<file path="config.mk">
export PLATFORM = sky130hd
export DESIGN_NAME = reloc_guard
export DESIGN_NICKNAME = d
export VERILOG_FILES = /design/src/rtl/reloc_guard_pkg.sv /design/src/rtl/reloc_guard_ctrl.sv /design/src/rtl/reloc_guard_dp.sv /design/src/rtl/reloc_guard.sv
export SDC_FILE = /design/constraint.sdc
export NUM_CORES = 1
export LEC_CHECK = 0
export ABC_AREA = 1
export CELL_PAD_IN_SITES_DETAIL_PLACEMENT = 1
export CELL_PAD_IN_SITES_GLOBAL_PLACEMENT = 1
export CORE_ASPECT_RATIO = 1.5
export CORE_UTILIZATION = 35
export DETAILED_ROUTE_END_ITERATION = 12
export GPL_TIMING_DRIVEN = 1
export PLACE_DENSITY = 0.88
export SYNTH_ARGS = -nofsm -noshare
export SYNTH_HDL_FRONTEND = slang
export SYNTH_SLANG_ARGS = --single-unit
export TNS_END_PERCENT = 20
</file>
<file path="constraint.sdc">
create_clock -name clk -period 2.4 [get_ports clk]
set_input_delay 0.48 -clock clk [delete_from_list [all_inputs] [get_ports clk]]
set_output_delay 0.48 -clock clk [all_outputs]
set_load 0.01 [all_outputs]
</file>
<file path="src/rtl/reloc_guard_pkg.sv">
package reloc_guard_pkg;

  // Strobes that the control half hands to the datapath half
  typedef struct packed {
    logic captureReq;  // latch an accepted, forwarded request
    logic raiseTrap;   // latch the faulting logical address
    logic captureRsp;  // latch memory read data
    logic loadBase;    // supervisor write of the relocation base
    logic loadLimit;   // supervisor write of the limit
  } guard_strobe_t;

  typedef enum logic [1:0] {
    ST_IDLE  = 2'd0,
    ST_ISSUE = 2'd1,
    ST_AWAIT = 2'd2,
    ST_REPLY = 2'd3
  } guard_state_e;

endpackage

</file>
<file path="src/rtl/reloc_guard_ctrl.sv">
module reloc_guard_ctrl
  import reloc_guard_pkg::*;
(
  input  logic          clk,
  input  logic          rstN,
  input  logic          coreReqValid,
  input  logic          coreReqSuper,
  input  logic          inRange,
  input  logic          memReqReady,
  input  logic          memRspValid,
  input  logic          trapAck,
  input  logic          cfgWrValid,
  input  logic          cfgWrSel,
  input  logic          cfgWrSuper,
  output logic          coreReqReady,
  output logic          coreRspValid,
  output logic          memReqValid,
  output logic          trapValid,
  output logic          privFault,
  output guard_strobe_t strobe
);

  guard_state_e stateQ, stateD;
  logic         trapQ;
  logic         privQ;
  logic         accept;
  logic         fault;

  assign accept = (stateQ == ST_IDLE) && !trapQ && coreReqValid;
  assign fault  = accept && !coreReqSuper && !inRange;

  always_comb begin
    strobe            = '0;
    strobe.captureReq = accept && !fault;
    strobe.raiseTrap  = fault;
    strobe.captureRsp = (stateQ == ST_AWAIT) && memRspValid;
    strobe.loadBase   = cfgWrValid && cfgWrSuper && !cfgWrSel;
    strobe.loadLimit  = cfgWrValid && cfgWrSuper && cfgWrSel;
  end

  always_comb begin
    stateD = stateQ;
    unique case (stateQ)
      ST_IDLE:  if (accept && !fault) stateD = ST_ISSUE;
      ST_ISSUE: if (memReqReady)      stateD = ST_AWAIT;
      ST_AWAIT: if (memRspValid)      stateD = ST_REPLY;
      ST_REPLY:                       stateD = ST_IDLE;
      default:                        stateD = ST_IDLE;
    endcase
  end

  always_ff @(posedge clk or negedge rstN) begin
    if (!rstN) begin
      stateQ <= ST_IDLE;
      trapQ  <= 1'b0;
      privQ  <= 1'b0;
    end else begin
      stateQ <= stateD;
      privQ  <= cfgWrValid && !cfgWrSuper;
      if (fault)        trapQ <= 1'b1;
      else if (trapAck) trapQ <= 1'b0;
    end
  end

  assign coreReqReady = (stateQ == ST_IDLE) && !trapQ;
  assign memReqValid  = (stateQ == ST_ISSUE);
  assign coreRspValid = (stateQ == ST_REPLY);
  assign trapValid    = trapQ;
  assign privFault    = privQ;

endmodule

</file>
<file path="src/rtl/reloc_guard_dp.sv">
module reloc_guard_dp
  import reloc_guard_pkg::*;
#(
  parameter int AW  = 16,
  parameter int PAW = 20,
  parameter int DW  = 32
) (
  input  logic           clk,
  input  logic           rstN,
  input  guard_strobe_t  strobe,
  input  logic [AW-1:0]  coreReqAddr,
  input  logic           coreReqSuper,
  input  logic           coreReqWrite,
  input  logic [DW-1:0]  coreReqWdata,
  input  logic [PAW-1:0] cfgWrData,
  input  logic [DW-1:0]  memRspRdata,
  output logic           inRange,
  output logic [PAW-1:0] memReqAddr,
  output logic           memReqWrite,
  output logic [DW-1:0]  memReqWdata,
  output logic [DW-1:0]  coreRspRdata,
  output logic [AW-1:0]  trapAddr,
  output logic [PAW-1:0] baseQ,
  output logic [PAW-1:0] limitQ
);

  logic [PAW-1:0] logicalWide;
  logic [PAW-1:0] relocated;
  logic [PAW-1:0] physD;
  logic [PAW-1:0] physQ;
  logic           writeQ;
  logic [DW-1:0]  wdataQ;
  logic [DW-1:0]  rdataQ;
  logic [AW-1:0]  trapAddrQ;

  assign logicalWide = PAW'(coreReqAddr);
  assign inRange     = logicalWide < limitQ;
  assign relocated   = baseQ + logicalWide;
  assign physD       = coreReqSuper ? logicalWide : relocated;

  always_ff @(posedge clk or negedge rstN) begin
    if (!rstN) begin
      baseQ  <= '0;
      limitQ <= '0;
    end else begin
      if (strobe.loadBase)  baseQ  <= cfgWrData;
      if (strobe.loadLimit) limitQ <= cfgWrData;
    end
  end

  always_ff @(posedge clk or negedge rstN) begin
    if (!rstN) begin
      physQ     <= '0;
      writeQ    <= 1'b0;
      wdataQ    <= '0;
      rdataQ    <= '0;
      trapAddrQ <= '0;
    end else begin
      if (strobe.captureReq) begin
        physQ  <= physD;
        writeQ <= coreReqWrite;
        wdataQ <= coreReqWdata;
      end
      if (strobe.raiseTrap)  trapAddrQ <= coreReqAddr;
      if (strobe.captureRsp) rdataQ    <= memRspRdata;
    end
  end

  assign memReqAddr   = physQ;
  assign memReqWrite  = writeQ;
  assign memReqWdata  = wdataQ;
  assign coreRspRdata = rdataQ;
  assign trapAddr     = trapAddrQ;

endmodule

</file>
<file path="src/rtl/reloc_guard.sv">
module reloc_guard
  import reloc_guard_pkg::*;
#(
  parameter int AW  = 16,
  parameter int PAW = 20,
  parameter int DW  = 32
) (
  input  logic           clk,
  input  logic           rstN,
  input  logic           coreReqValid,
  output logic           coreReqReady,
  input  logic [AW-1:0]  coreReqAddr,
  input  logic           coreReqWrite,
  input  logic [DW-1:0]  coreReqWdata,
  input  logic           coreReqSuper,
  output logic           coreRspValid,
  output logic [DW-1:0]  coreRspRdata,
  output logic           memReqValid,
  input  logic           memReqReady,
  output logic [PAW-1:0] memReqAddr,
  output logic           memReqWrite,
  output logic [DW-1:0]  memReqWdata,
  input  logic           memRspValid,
  input  logic [DW-1:0]  memRspRdata,
  input  logic           cfgWrValid,
  input  logic           cfgWrSel,
  input  logic [PAW-1:0] cfgWrData,
  input  logic           cfgWrSuper,
  output logic           trapValid,
  output logic [AW-1:0]  trapAddr,
  input  logic           trapAck,
  output logic           privFault
);

  guard_strobe_t  strobe;
  logic           inRange;
  logic [PAW-1:0] baseQ;
  logic [PAW-1:0] limitQ;

  reloc_guard_ctrl u_ctrl (
    .clk          (clk),
    .rstN         (rstN),
    .coreReqValid (coreReqValid),
    .coreReqSuper (coreReqSuper),
    .inRange      (inRange),
    .memReqReady  (memReqReady),
    .memRspValid  (memRspValid),
    .trapAck      (trapAck),
    .cfgWrValid   (cfgWrValid),
    .cfgWrSel     (cfgWrSel),
    .cfgWrSuper   (cfgWrSuper),
    .coreReqReady (coreReqReady),
    .coreRspValid (coreRspValid),
    .memReqValid  (memReqValid),
    .trapValid    (trapValid),
    .privFault    (privFault),
    .strobe       (strobe)
  );

  reloc_guard_dp #(.AW(AW), .PAW(PAW), .DW(DW)) u_dp (
    .clk          (clk),
    .rstN         (rstN),
    .strobe       (strobe),
    .coreReqAddr  (coreReqAddr),
    .coreReqSuper (coreReqSuper),
    .coreReqWrite (coreReqWrite),
    .coreReqWdata (coreReqWdata),
    .cfgWrData    (cfgWrData),
    .memRspRdata  (memRspRdata),
    .inRange      (inRange),
    .memReqAddr   (memReqAddr),
    .memReqWrite  (memReqWrite),
    .memReqWdata  (memReqWdata),
    .coreRspRdata (coreRspRdata),
    .trapAddr     (trapAddr),
    .baseQ        (baseQ),
    .limitQ       (limitQ)
  );

endmodule

</file>
==> results.md, run 1 <==
- 0 — count of max-cap constraint violations
- 3 — critical path buffer and inverter count
- clkdlybuf4s50_1 — crit path max-delay cell type
- 0.06 ns — clock transition time at the flip-flop clock pins of the worst setup and hold paths
- 2340 — Fillers
- 18000 µm — Post-DP HPWL
- 3630 µm² — area occupied by registers
- 35.9% — Initial Util
- 2.60 ns — critical path data arrival time
- 988 — number of nets produced by synthesis
- 0.00532 µW — leakage power summed over all cells
- 0 — count of final max-slew check failures
- 19900 µm² — Std-Cell Core Area
- 119 µm — DIE WIDTH
- clkbuf_16 — root cell of the clock tree
- 4 — H-tree depth
- no — RSZ-0062 raised after global routing
- 24.1% — met1 Track Usage GR
- 1261 — number of nets at the end of the flow
- 7160 µm² — Mapped Area
- 37000 µm — wire length of the first global-routing pass
- 16.5 µm — average wire per cell in the routed design
- 0 — number of synthesized flops with an enable pin
- built — clock tree from TritonCTS
- 0 — total of warnings raised by yosys
- 8.52 µm² — Mapped Avg Cell Area
- coreReqAddr[10] — Worst Setup SP
- 177 µm — die extent in y
- 21000 µm² — area of the die
- 0.436 GHz — max frequency
- 100% — proportion of register bits with asynchronous set or reset after synthesis
- 0.50 ns — CP max stage delay
- 2.30 ns — Min Clock Period, post-route
- 43.3% — met2 track utilization from global routing
- 0 — Antenna Diode Count
- finished clean — status
- 0 — count of final setup violators
- 12.6% — fraction of final layout cells with drive strength greater than 1
- 95.7% — share of the clock period used by the worst path after layout
- 0 — final-report hold violation count
- in -> reg — Worst Path Class, Setup
- 4.78 — Via-to-Cell Ratio
- 0.43 ns — Skew-Pair Late Insertion Delay
- nand2_1 — critical path's most frequent cell
- 0.000399 V — IR drop worst, VDD
- 17 — number of clock buffers inserted by TritonCTS
- u_dp.baseQ[0] — worst reg2reg startpoint
- 6619 — count of vias placed by the detailed router
- in -> async — Min-Delay Path Class
- 0 — remaining design rule violation count
- 0 — remaining global-route overflow
- 50.7% — sequential-to-total area share from yosys stat
- register — kind of capture point of the worst setup path
- 3040 µm² — footprint of the multi-input gates
- 66.9% — Worst slew margin
- 54 — largest net degree at the start of global routing
- 145 — clock net sink count
- met2 — peak-usage layer in the global routing report
- 22.6% — GRT Overall Usage
- 0 — Post-CTS Hold Buffers
- simple AND/OR/NAND/NOR gates — cell family with the largest share of critical-path delay
- 2.71 ns — required time of the worst setup path
- 25 — critical path fanouts, max
- primary input — Startpoint Class
- 63 — number of placement rows
- 2 — buffer levels on the longest clock path
- 216 — buffers added on ports
- dfrtp_1 — commonest register cell after synthesis
- 22900 µm — wire length reported by the detailed router
- 3.61% — met3 track demand over resource in global routing
- 4 — router iterations before antenna repair
- nand2_1 — most common cell after layout, fill and taps aside
- 53.1% — final core utilization
- 7166 — number of global-route vias before repair
- 217 — count of pins on the block boundary
- 0 ns — Setup TNS
- 0.0108 ns — Fin Clk Skew
- 1070 nW/µm² — total power per unit cell area
- 196 — 1st-iter DRT viols
- 145 — count of state elements after synthesis
- 0 — antenna violations before repair
- 0 — Antenna Nets Post-Route
- 33 — count of different cell masters after synthesis
- 840 — instance count of the mapped netlist
- 0.802 — Final GP Congestion
- clkdlybuf4s50_1, ha_1, nand2_1, nor2_1, nand2_1, nor2_1, nand2_1, nand3_2, nand2_4, nand2_4, inv_2, buf_12, nand2_1, nand2_1 — critical path, cell by cell
- nand2_1 (323), clkdlybuf4s50_1 (212), dfrtp_1 (145), inv_1 (84), o21ai_0 (71) — commonest cells after routing, fill and taps aside
- 47.8% — area added between synthesis and finish
- 0.494 ns — slew at the pin closest to its max-slew limit
[repair_timing]
action	CTS	global route
resized for setup	1	4
setup buffers	0	0
endpoints found under the hold margin	0	0
endpoints found under the setup margin	1	22
pin swaps	0	0
[path summary, 6_finish.rpt]
path	to	slack [ns]	cells after the start
max in group asynchronous	u_dp.trapAddr[10]	1.75	2
min in group clk	u_dp.memReqAddr[6]	0.48	2
worst min-delay path	u_dp.limitQ[2]	0.0009	1
worst max-delay path	u_dp.memReqWdata[21]	0.10	14
worst min register to register	u_dp.memReqAddr[6]	0.48	2
worst max register to register	u_dp.memReqAddr[18]	0.31	12
[report_power, final]
part           switching, µW  internal (µW)  total [µW]
clock network           1140           1350        2490
logic                   2300           2610        4920
registers                537           3370        3900
total                   3980           7330       11300
[stage by stage]
step	hold slack (ns)	cell area, µm²	setup slack (ns)	cells	total power [µW]
2_1_floorplan	0.184	7160	0.401	840	6080
3_3_place_gp	0.455	10000	-0.279	1354	8610
3_5_place_dp	0.460	10000	-0.319	1354	8900
4_1_cts	0.00695	10600	0.0753	1386	11500
5_1_grt	0.0260	10600	0.00481	1386	12000
6_report	0.000930	10600	0.104	1386	11300
[worst reg2reg max path: stages, from the launching register on]
cell	delay [ns]
dfrtp_1	0.40
ha_1	0.22
fa_1	0.40
nand3_1	0.09
nand2_1	0.11
nand2_1	0.08
nand2_1	0.09
nand3_1	0.13
nand3_1	0.16
nand2_1	0.11
nand2_1	0.05
nand3_1	0.08
nand2_1	0.06
[Yosys cell counts (all sizes together) (2+ instances only)]
cell type	instances	area [µm²]
nand3b	4	30.0
ha	36	450
mux2	32	360
a21o	2	15.0
nor3	2	15.0
xor2	2	17.5
a21oi	20	100
nand2	325	1230
dfrtp	145	3630
nand4	4	25.0
inv	85	319
nor2	34	138
nand3	37	190
clkbuf	11	41.3
xnor2	5	43.8
or2	2	12.5
buf	17	134
o21ai	71	355
[layer usage]
metal  vias to the layer above  wire length [µm]
li1                       3200                 -
met1                      3196              8610
met2                       177             12700
met3                        46               791
met4                         0               755
met5                         -                 0
[kinds of logic (layout without fill, tap and decap cells)]
group                      Yosys count  count (layout)  synth area share, %
DFF                                145             145                 50.7
adders and majority gates           37              37                 6.57
muxes                               32              32                 5.03
and+or+nand+nor                    409             409                 23.1
AOI/OAI and AO/OA                   96              96                 6.85
buffers and inverters              114             400                 6.95
xor gates and xnor gates             7               7                0.856
[layout make-up]
cell class	count	share of cell area [%]
inverter	86	3.05
sequential	145	34.3
clock buffer	17	4.02
tap	260	3.07
multi-input combinational	581	28.7
timing repair buffer	282	25.6
clock inverter	15	1.17
[state kept, by name, summed over array words and instances (netlist names)]
register           count
u_ctrl.privFault       1
u_ctrl.stateQ          2
u_ctrl.trapValid       1
u_dp.baseQ            20
u_dp.coreRspRdata     32
u_dp.limitQ           20
u_dp.memReqAddr       20
u_dp.memReqWdata      32
u_dp.memReqWrite       1
u_dp.trapAddr         16
Power figures use the tool's default switching activity.
==> run 2: changes to the inputs <==
--- a/config.mk
+++ b/config.mk
@@ -5,14 +5,14 @@
 export SDC_FILE = /design/constraint.sdc
 export NUM_CORES = 1
 export LEC_CHECK = 0
-export ABC_AREA = 1
+export ABC_AREA = 0
 export CELL_PAD_IN_SITES_DETAIL_PLACEMENT = 1
 export CELL_PAD_IN_SITES_GLOBAL_PLACEMENT = 1
 export CORE_ASPECT_RATIO = 1.5
-export CORE_UTILIZATION = 35
+export CORE_UTILIZATION = 37
 export DETAILED_ROUTE_END_ITERATION = 12
 export GPL_TIMING_DRIVEN = 1
-export PLACE_DENSITY = 0.88
+export PLACE_DENSITY_LB_ADDON = 0.1
 export SYNTH_ARGS = -nofsm -noshare
 export SYNTH_HDL_FRONTEND = slang
 export SYNTH_SLANG_ARGS = --single-unit
==> results.md, run 2 <==
- 0 — remaining global-route overflow, unchanged
- 63.4% — Worst slew margin, was 66.9%
- 0.0135 ns — Fin Clk Skew, was 0.0108 ns
- 19.6 µm — average wire per cell in the routed design, was 16.5 µm
- 36.8% — fraction of final layout cells with drive strength greater than 1, was 12.6%
- dfrtp_1 — commonest register cell after synthesis, unchanged
- 0.549 ns — slew at the pin closest to its max-slew limit, was 0.494 ns
- 0.43 ns — Skew-Pair Late Insertion Delay, about the same
- 7150 µm² — Mapped Area, was 7160 µm²
- 0 — count of max-cap constraint violations, unchanged
- 4010 µW — switching power of the nets, was 3980 µW
- 0 — number of synthesized flops with an enable pin, unchanged
- 2.70 ns — required time of the worst setup path, was 2.71 ns
- 115 µm — DIE WIDTH, was 119 µm
- 0.808 — Final GP Congestion, was 0.802
- 8500 µW — Internal Pwr Total, was 7330 µW
- 50.8% — sequential-to-total area share from yosys stat, was 50.7%
- dfrtp_1 — crit path max-delay cell type, was clkdlybuf4s50_1
- 703 — number of nets produced by synthesis, was 988
- 0.42 ns — CP max stage delay, was 0.50 ns
- 3630 µm² — area occupied by registers, unchanged
- 0 — critical path buffer and inverter count, was 3
- 1090 — instance count after placement with tap cells included, was 1354
- 0.000518 V — IR drop worst, VDD, was 0.000399 V
- 4 — H-tree depth, unchanged
- -0.126 ns — setup ws final, was 0.104 ns
- clkdlybuf4s50_1 (199), dfrtp_1 (145), mux2_2 (105), buf_4 (83), mux2_4 (33) — commonest cells after routing, fill and taps aside, was nand2_1 (323), clkdlybuf4s50_1 (212), dfrtp_1 (145), inv_1 (84), o21ai_0 (71)
- a211o_1 — critical path's most frequent cell, was nand2_1
- 58.6% — area added between synthesis and finish, was 47.8%
- 163 — 1st-iter DRT viols, was 196
- 1013 — number of nets at the end of the flow, was 1261
- 6314 — number of global-route vias before repair, was 7166
- 1130 — non-filler cells, final, was 1386
- 555 — instance count of the mapped netlist, was 840
- 12.9 µm² — Mapped Avg Cell Area, was 8.52 µm²
- dfrtp_1 (145), mux2_2 (108), ha_1 (36) — top cells by instance count after synthesis, was nand2_1 (323), dfrtp_1 (145), inv_1 (84)
- 5 — count of final setup violators, was 0
- 2.83 ns — critical path data arrival time, was 2.60 ns
- 172 µm — die extent in y, was 177 µm
- finished with violations — status, was finished clean
- 0 — antenna violations before repair, unchanged
- 0.00504 µW — leakage power summed over all cells, was 0.00532 µW
- 105% — share of the clock period used by the worst path after layout, was 95.7%
- 216 — buffers added on ports, unchanged
- 1876 — Fillers, was 2340
- 22.5% — GRT Overall Usage, was 22.6%
- compound AO/OA/AOI/OAI gates — cell family with the largest share of critical-path delay, was simple AND/OR/NAND/NOR gates
- 33900 µm — wire length of the first global-routing pass, was 37000 µm
- in -> async — Min-Delay Path Class, unchanged
- 16600 µm — Post-DP HPWL, was 18000 µm
- 0.396 GHz — max frequency, was 0.436 GHz
- 0 — Antenna Diode Count, unchanged
- 2.53 ns — Min Clock Period, post-route, was 2.30 ns
- 12500 µW — PnR Total Power, was 11300 µW
- 0 — final-report hold violation count, unchanged
- 0 — Antenna Nets Post-Route, unchanged
- 38.2% — Initial Util, was 35.9%
- dfrtp_1 — library cell with the highest instance count after synthesis, was nand2_1
- 3730 µm² — footprint of the multi-input gates, was 3040 µm²
- 145 — count of state elements after synthesis, unchanged
- 17 — number of clock buffers inserted by TritonCTS, unchanged
- 61 — number of placement rows, was 63
- 5690 — count of vias placed by the detailed router, was 6619
- 0 — remaining design rule violation count, unchanged
- 0 — count of final max-slew check failures, unchanged
- 0.07 ns — clock transition time at the flip-flop clock pins of the worst setup and hold paths, was 0.06 ns
- reg -> reg — Worst Path Class, Setup, was in -> reg
- 145 — clock net sink count, unchanged
- ha_4, fa_2, a211o_1, a211o_1, a21bo_4, a211oi_2, o31ai_1, mux2_4 — critical path, cell by cell, was clkdlybuf4s50_1, ha_1, nand2_1, nor2_1, nand2_1, nor2_1, nand2_1, nand3_2, nand2_4, nand2_4, inv_2, buf_12, nand2_1, nand2_1
- 50.8% — share of the synthesized area in the top cell type, was 50.7%
- 59 — largest net degree at the start of global routing, was 54
- 1100 nW/µm² — total power per unit cell area, was 1070 nW/µm²
- built — clock tree from TritonCTS, unchanged
- 19900 µm² — area of the die, was 21000 µm²
- 22200 µm — wire length reported by the detailed router, was 22900 µm
- register — kind of capture point of the worst setup path, unchanged
- 21.8% — share of power burned in the clock network, was 22.0%
- 3 — critical path fanouts, max, was 25
- 18700 µm² — Std-Cell Core Area, was 19900 µm²
- 2 — buffer levels on the longest clock path, unchanged
- 32.1% — share of total power consumed by net switching, was 35.2%
- dfrtp_1 — top cell type by total area after synthesis, unchanged
- register — Startpoint Class, was primary input
- 0 — total of warnings raised by yosys, unchanged
- 46.4% — Gate power share, was 43.5%
- 4 — router iterations before antenna repair, unchanged
- 5.04 — Via-to-Cell Ratio, was 4.78
- 217 — count of pins on the block boundary, unchanged
- 0 — Post-CTS Hold Buffers, unchanged
- 58 — count of different cell masters after synthesis, was 33
- clkdlybuf4s50_1 — most common cell after layout, fill and taps aside, was nand2_1
- clkbuf_16 — root cell of the clock tree, unchanged
- dfrtp_1 (51%), mux2_2 (17%), ha_1 (6.3%) — largest cells by area after synthesis, was dfrtp_1 (51%), nand2_1 (17%), ha_1 (6.3%)
- yes — RSZ-0062 raised after global routing, was no
- 31.8% — sequential share of power, was 34.5%
- 100% — proportion of register bits with asynchronous set or reset after synthesis, unchanged
- negative setup slack — failing checks
==> run 2: cell count changes after synthesis, moves of 9 or more <==
cell / change
nand3_1: -23
nand2_1: -291
nor2_1: -18
mux2_4: +30
nor2b_1: +9
o21ai_0: -56
inv_1: -63
mux2_2: +76
==> run 2: final cells by class <==
cell class	instances	share of cell area [%]
clock inverters	14	1.47
well taps	252	2.78
clock buffers	18	3.87
flip-flops and latches	145	32.0
repair buffers	310	26.3
inverters	21	0.695
multi-input cells	370	32.9
==> run 2: per-stage QoR <==
step | util [%] | hold slack (ns) | worst slack (ns) | setup TNS (ns) | cell area [µm²]
CTS | 58.8 | 0.0257 | -0.116 | -0.372 | 11000
finish | 60.7 | 0.00190 | -0.126 | -0.375 | 11300
floorplan | - | 0.184 | -0.0688 | -0.101 | 7170
global placement | 54.9 | 0.474 | -0.670 | -43.79 | 10300
global route | 60.7 | 0.0330 | -0.179 | -1.17 | 11300
detailed placement | 54.9 | 0.482 | -0.787 | -49.98 | 10300
==> run 2: worst paths after layout <==
kind | cells after the start | endpoint | startpoint | slack (ns)
worst max-delay path | 8 | u_dp.memReqAddr[14] | u_dp.baseQ[0] | -0.13
worst min-delay path | 1 | u_dp.memReqWdata[21] | rstN | 0.002
worst max register to register | 8 | u_dp.memReqAddr[14] | u_dp.baseQ[0] | -0.13
worst min register to register | 1 | u_dp.trapAddr[14] | u_dp.trapAddr[14] | 0.51
max in group asynchronous | 2 | u_dp.memReqAddr[16] | rstN | 1.70
min in group clk | 3 | u_dp.trapAddr[6] | coreReqAddr[6] | 0.49
==> run 2: worst reg2reg max path: stages (launching register included) <==
cell,delay [ns]
dfrtp_1,0.42
ha_4,0.19
fa_2,0.37
a211o_1,0.33
a211o_1,0.33
a21bo_4,0.26
a211oi_2,0.18
o31ai_1,0.08
mux2_4,0.25
==> run 2: kinds of logic after synthesis <==
group,Yosys count,share of synthesized area [%]
flops,145,50.8
mux,140,23.6
simple gates,96,7.02
compound gates,88,8.31
buf+inv,40,2.64
fa+ha+maj,37,6.58
xor+xnor,9,1.10
==> run 2: power by group through the flow <==
stage	clock [µW]	combinational, µW	sequential, µW
global placement	0	5330	3920
CTS	2810	5640	3970
global route	2910	6220	4090
finish	2730	5810	3970
floorplan	0	2290	4280
detailed placement	0	5520	4010
==> run 2: timing repair <==
action	4_1_cts	5_1_grt
setup endpoints to repair	72	71
pin swaps	12	27
cloned	0	1
gates resized for setup	36	59
buffers inserted	2	5
==> run 2: per-layer routing <==
metal	vias to the layer above	routed length [µm]	global-route usage (%)
met5	-	0	0
met3	28	1110	4.70
met1	2862	8420	25.0
met4	0	367	6.78
met2	163	12300	42.2
li1	2637	-	-
==> run 3: changes to the inputs <==
--- a/config.mk
+++ b/config.mk
@@ -9,9 +9,11 @@
 export CELL_PAD_IN_SITES_DETAIL_PLACEMENT = 1
 export CELL_PAD_IN_SITES_GLOBAL_PLACEMENT = 1
 export CORE_ASPECT_RATIO = 1.5
+export CORE_MARGIN = 8
 export CORE_UTILIZATION = 37
 export DETAILED_ROUTE_END_ITERATION = 12
 export GPL_TIMING_DRIVEN = 1
+export HOLD_SLACK_MARGIN = 0.03
 export PLACE_DENSITY_LB_ADDON = 0.1
 export SYNTH_ARGS = -nofsm -noshare
 export SYNTH_HDL_FRONTEND = slang
==> results.md, run 3 (synthesized netlist as in run 2, its figures left out) <==
- 2.74 ns — critical path data arrival time, was 2.83 ns
- a211o_1 — critical path's most frequent cell, unchanged
- built — clock tree from TritonCTS, unchanged
- 0.410 ns — slew at the pin closest to its max-slew limit, was 0.549 ns
- 8 — r2r worst-path depth, unchanged
- 19.4% — GRT Overall Usage, was 22.5%
- 72.7% — Worst slew margin, was 63.4%
- 3 — worst hold path cell count
- 18300 µm — Post-DP HPWL, was 16600 µm
- 6371 — number of global-route vias before repair, was 6314
- reg -> reg — Worst Path Class, Setup, unchanged
- 1110 nW/µm² — total power per unit cell area, was 1100 nW/µm²
- compound AO/OA/AOI/OAI gates — cell family with the largest share of critical-path delay, unchanged
- 0 — count of final max-slew check failures, unchanged
- 0.000484 V — IR drop worst, VDD, was 0.000518 V
- -0.747 ns — worst setup slack before clock tree synthesis, was -0.787 ns
- clkdlybuf4s50_1 (201), dfrtp_1 (145), mux2_2 (107), buf_4 (80), mux2_4 (31) — commonest cells after routing, fill and taps aside, was clkdlybuf4s50_1 (199), dfrtp_1 (145), mux2_2 (105), buf_4 (83), mux2_4 (33)
- 0 — antenna violations before repair, unchanged
- 0.410 GHz — max frequency, was 0.396 GHz
- 36000 µm — wire length of the first global-routing pass, was 33900 µm
- 0 — remaining design rule violation count, unchanged
- clkdlybuf4s50_1 — most common cell after layout, fill and taps aside, unchanged
- 186 µm — die extent in y, was 172 µm
- 58.6% — final core utilization, was 60.7%
- 0.42 ns — Skew-Pair Late Insertion Delay, was 0.43 ns
- register — Startpoint Class, unchanged
- u_dp.baseQ[0] — Worst Setup SP, unchanged
- 3 — critical path fanouts, max, unchanged
- 55 — largest net degree at the start of global routing, was 59
- 236 — 1st-iter DRT viols, was 163
- u_dp.baseQ[0] — worst reg2reg startpoint, unchanged
- coreReqAddr[11] — min-delay src
- 5682 — count of vias placed by the detailed router, was 5690
- clkbuf_16 — root cell of the clock tree, unchanged
- 145 — clock net sink count, unchanged
- 0.00497 µW — leakage power summed over all cells, was 0.00504 µW
- 56.5% — area added between synthesis and finish, was 58.6%
- 1946 — Fillers, was 1876
- 2.44 ns — Min Clock Period, post-route, was 2.53 ns
- 2 — count of final setup violators, was 5
- 0 — final-report hold violation count, unchanged
- u_dp.memReqAddr[14] — worst reg2reg endpoint, unchanged
- 0.06 ns — clock transition time at the flip-flop clock pins of the worst setup and hold paths, was 0.07 ns
- 0 — Antenna Nets Post-Route, unchanged
- 1094 — instance count after placement with tap cells included, was 1090
- dfrtp_1 — crit path max-delay cell type, unchanged
- finished with violations — status, unchanged
- 0.42 ns — CP max stage delay, about the same
- 0 — critical path buffer and inverter count, unchanged
- 23200 µm — wire length reported by the detailed router, was 22200 µm
- 2 — buffer levels on the longest clock path, unchanged
- -0.04 ns — Register-to-Register Setup Slack, was -0.13 ns
- 20.5 µm — average wire per cell in the routed design, was 19.6 µm
- 37.5% — Initial Util, was 38.2%
- 1130 — non-filler cells, final, unchanged
- 5.03 — Via-to-Cell Ratio, was 5.04
- 102% — share of the clock period used by the worst path after layout, was 105%
- 24100 µm² — area of the die, was 19900 µm²
- 17 — number of clock buffers inserted by TritonCTS, unchanged
- 35.9% — fraction of final layout cells with drive strength greater than 1, was 36.8%
- negative setup slack — failing checks, unchanged
- -0.0374 ns — setup ws final, was -0.126 ns
- u_dp.trapAddr[11] — Worst Hold End
- in -> reg — Min-Delay Path Class, was in -> async
- 2.70 ns — required time of the worst setup path, about the same
- 217 — count of pins on the block boundary, unchanged
- 5 — router iterations before antenna repair, was 4
- 216 — buffers added on ports, unchanged
- 1009 — number of nets at the end of the flow, was 1013
- 0 — Antenna Diode Count, unchanged
- yes — RSZ-0062 raised after global routing, unchanged
- 0.835 — Final GP Congestion, was 0.808
- 0 — count of max-cap constraint violations, unchanged
- ha_4, fa_2, a211o_1, a211o_1, a21bo_2, a211oi_2, o31ai_1, mux2_4 — critical path, cell by cell, was ha_4, fa_2, a211o_1, a211o_1, a21bo_4, a211oi_2, o31ai_1, mux2_4
- 19100 µm² — Std-Cell Core Area, was 18700 µm²
- register — kind of capture point of the worst setup path, unchanged
- 62 — number of placement rows, was 61
- 129 µm — DIE WIDTH, was 115 µm
- 12400 µW — PnR Total Power, was 12500 µW
- 0 — remaining global-route overflow, unchanged
- 4 — H-tree depth, unchanged
- 0.0106 ns — Fin Clk Skew, was 0.0135 ns
[run 3: changes by cell type in the layout (fill, tap and decap cells not counted), sizes merged]
cell | previous run | this run
buf | 94 | 90
clkinv | 1 | 4
dlygate4sd2 | 9 | 6
clkdlybuf4s50 | 199 | 201
bufinv | 2 | 1
clkbuf | 19 | 18
clkinvlp | 3 | 2
dlygate4sd3 | 0 | 1
dlymetal6s2s | 7 | 8
inv | 29 | 28
[run 3: worst min-delay path: cells and delay by family]
| family | cells | cell delay [ns] |
|---|---|---|
| buf+inv | 2 | 0.26 |
| mux | 1 | 0.13 |
[run 3: metrics by stage]
stage          TNS (ns)  hold WS (ns)  instance area [µm²]
6_report        -0.0414         0.491                11200
5_1_grt          -0.776         0.507                11200
4_1_cts          -0.266         0.494                11000
3_5_place_dp     -40.55         0.370                10300
3_3_place_gp     -37.27         0.364                10300
2_1_floorplan    -0.101         0.184                 7170
[run 3: where the power goes]
group | internal, µW | switching [µW] | total [µW]
Clock | 1490 | 1140 | 2630
Combinational | 3480 | 2330 | 5810
Sequential | 3410 | 553 | 3960
Total | 8380 | 4020 | 12400
[run 3: repair_timing]
item                                    in CTS  in global routing
buffers inserted                             2                  1
gates cloned                                 1                  0
endpoints found under the setup margin      72                 71
hold endpoints to repair                    23                  0
pin swaps                                   12                 14
gates resized for setup                     35                 42
hold buffers                                 1                  0
[run 3: how the worst max path moves through the flow]
stage | cells after the start | endpoint | slack, ns
final | 8 | u_dp.memReqAddr[14] | -0.04
after global routing | 8 | u_dp.memReqAddr[14] | -0.11
after CTS | 8 | u_dp.memReqAddr[14] | -0.08
after detailed placement | 8 | u_dp.memReqAddr[13] | -0.75
after global placement | 9 | u_dp.memReqAddr[14] | -0.65
after floorplan | 8 | u_dp.memReqAddr[14] | -0.07
[run 3: routing by layer]
layer / global-route usage, % / wire length, µm
met2: 35.8 / 12400
met5: 0 / 0
met3: 3.94 / 1130
met1: 21.8 / 9210
met4: 6.48 / 416
[run 3: layout make-up]
type / instances / area [µm²] / share of cell area (%)
Sequential cell: 145 / 3630 / 32.4
Multi-Input combinational cell: 370 / 3620 / 32.4
Timing Repair Buffer: 306 / 2960 / 26.4
Clock buffer: 18 / 439 / 3.92
Tap cell: 256 / 320 / 2.86
Clock inverter: 14 / 145 / 1.30
Inverter: 21 / 78.8 / 0.704
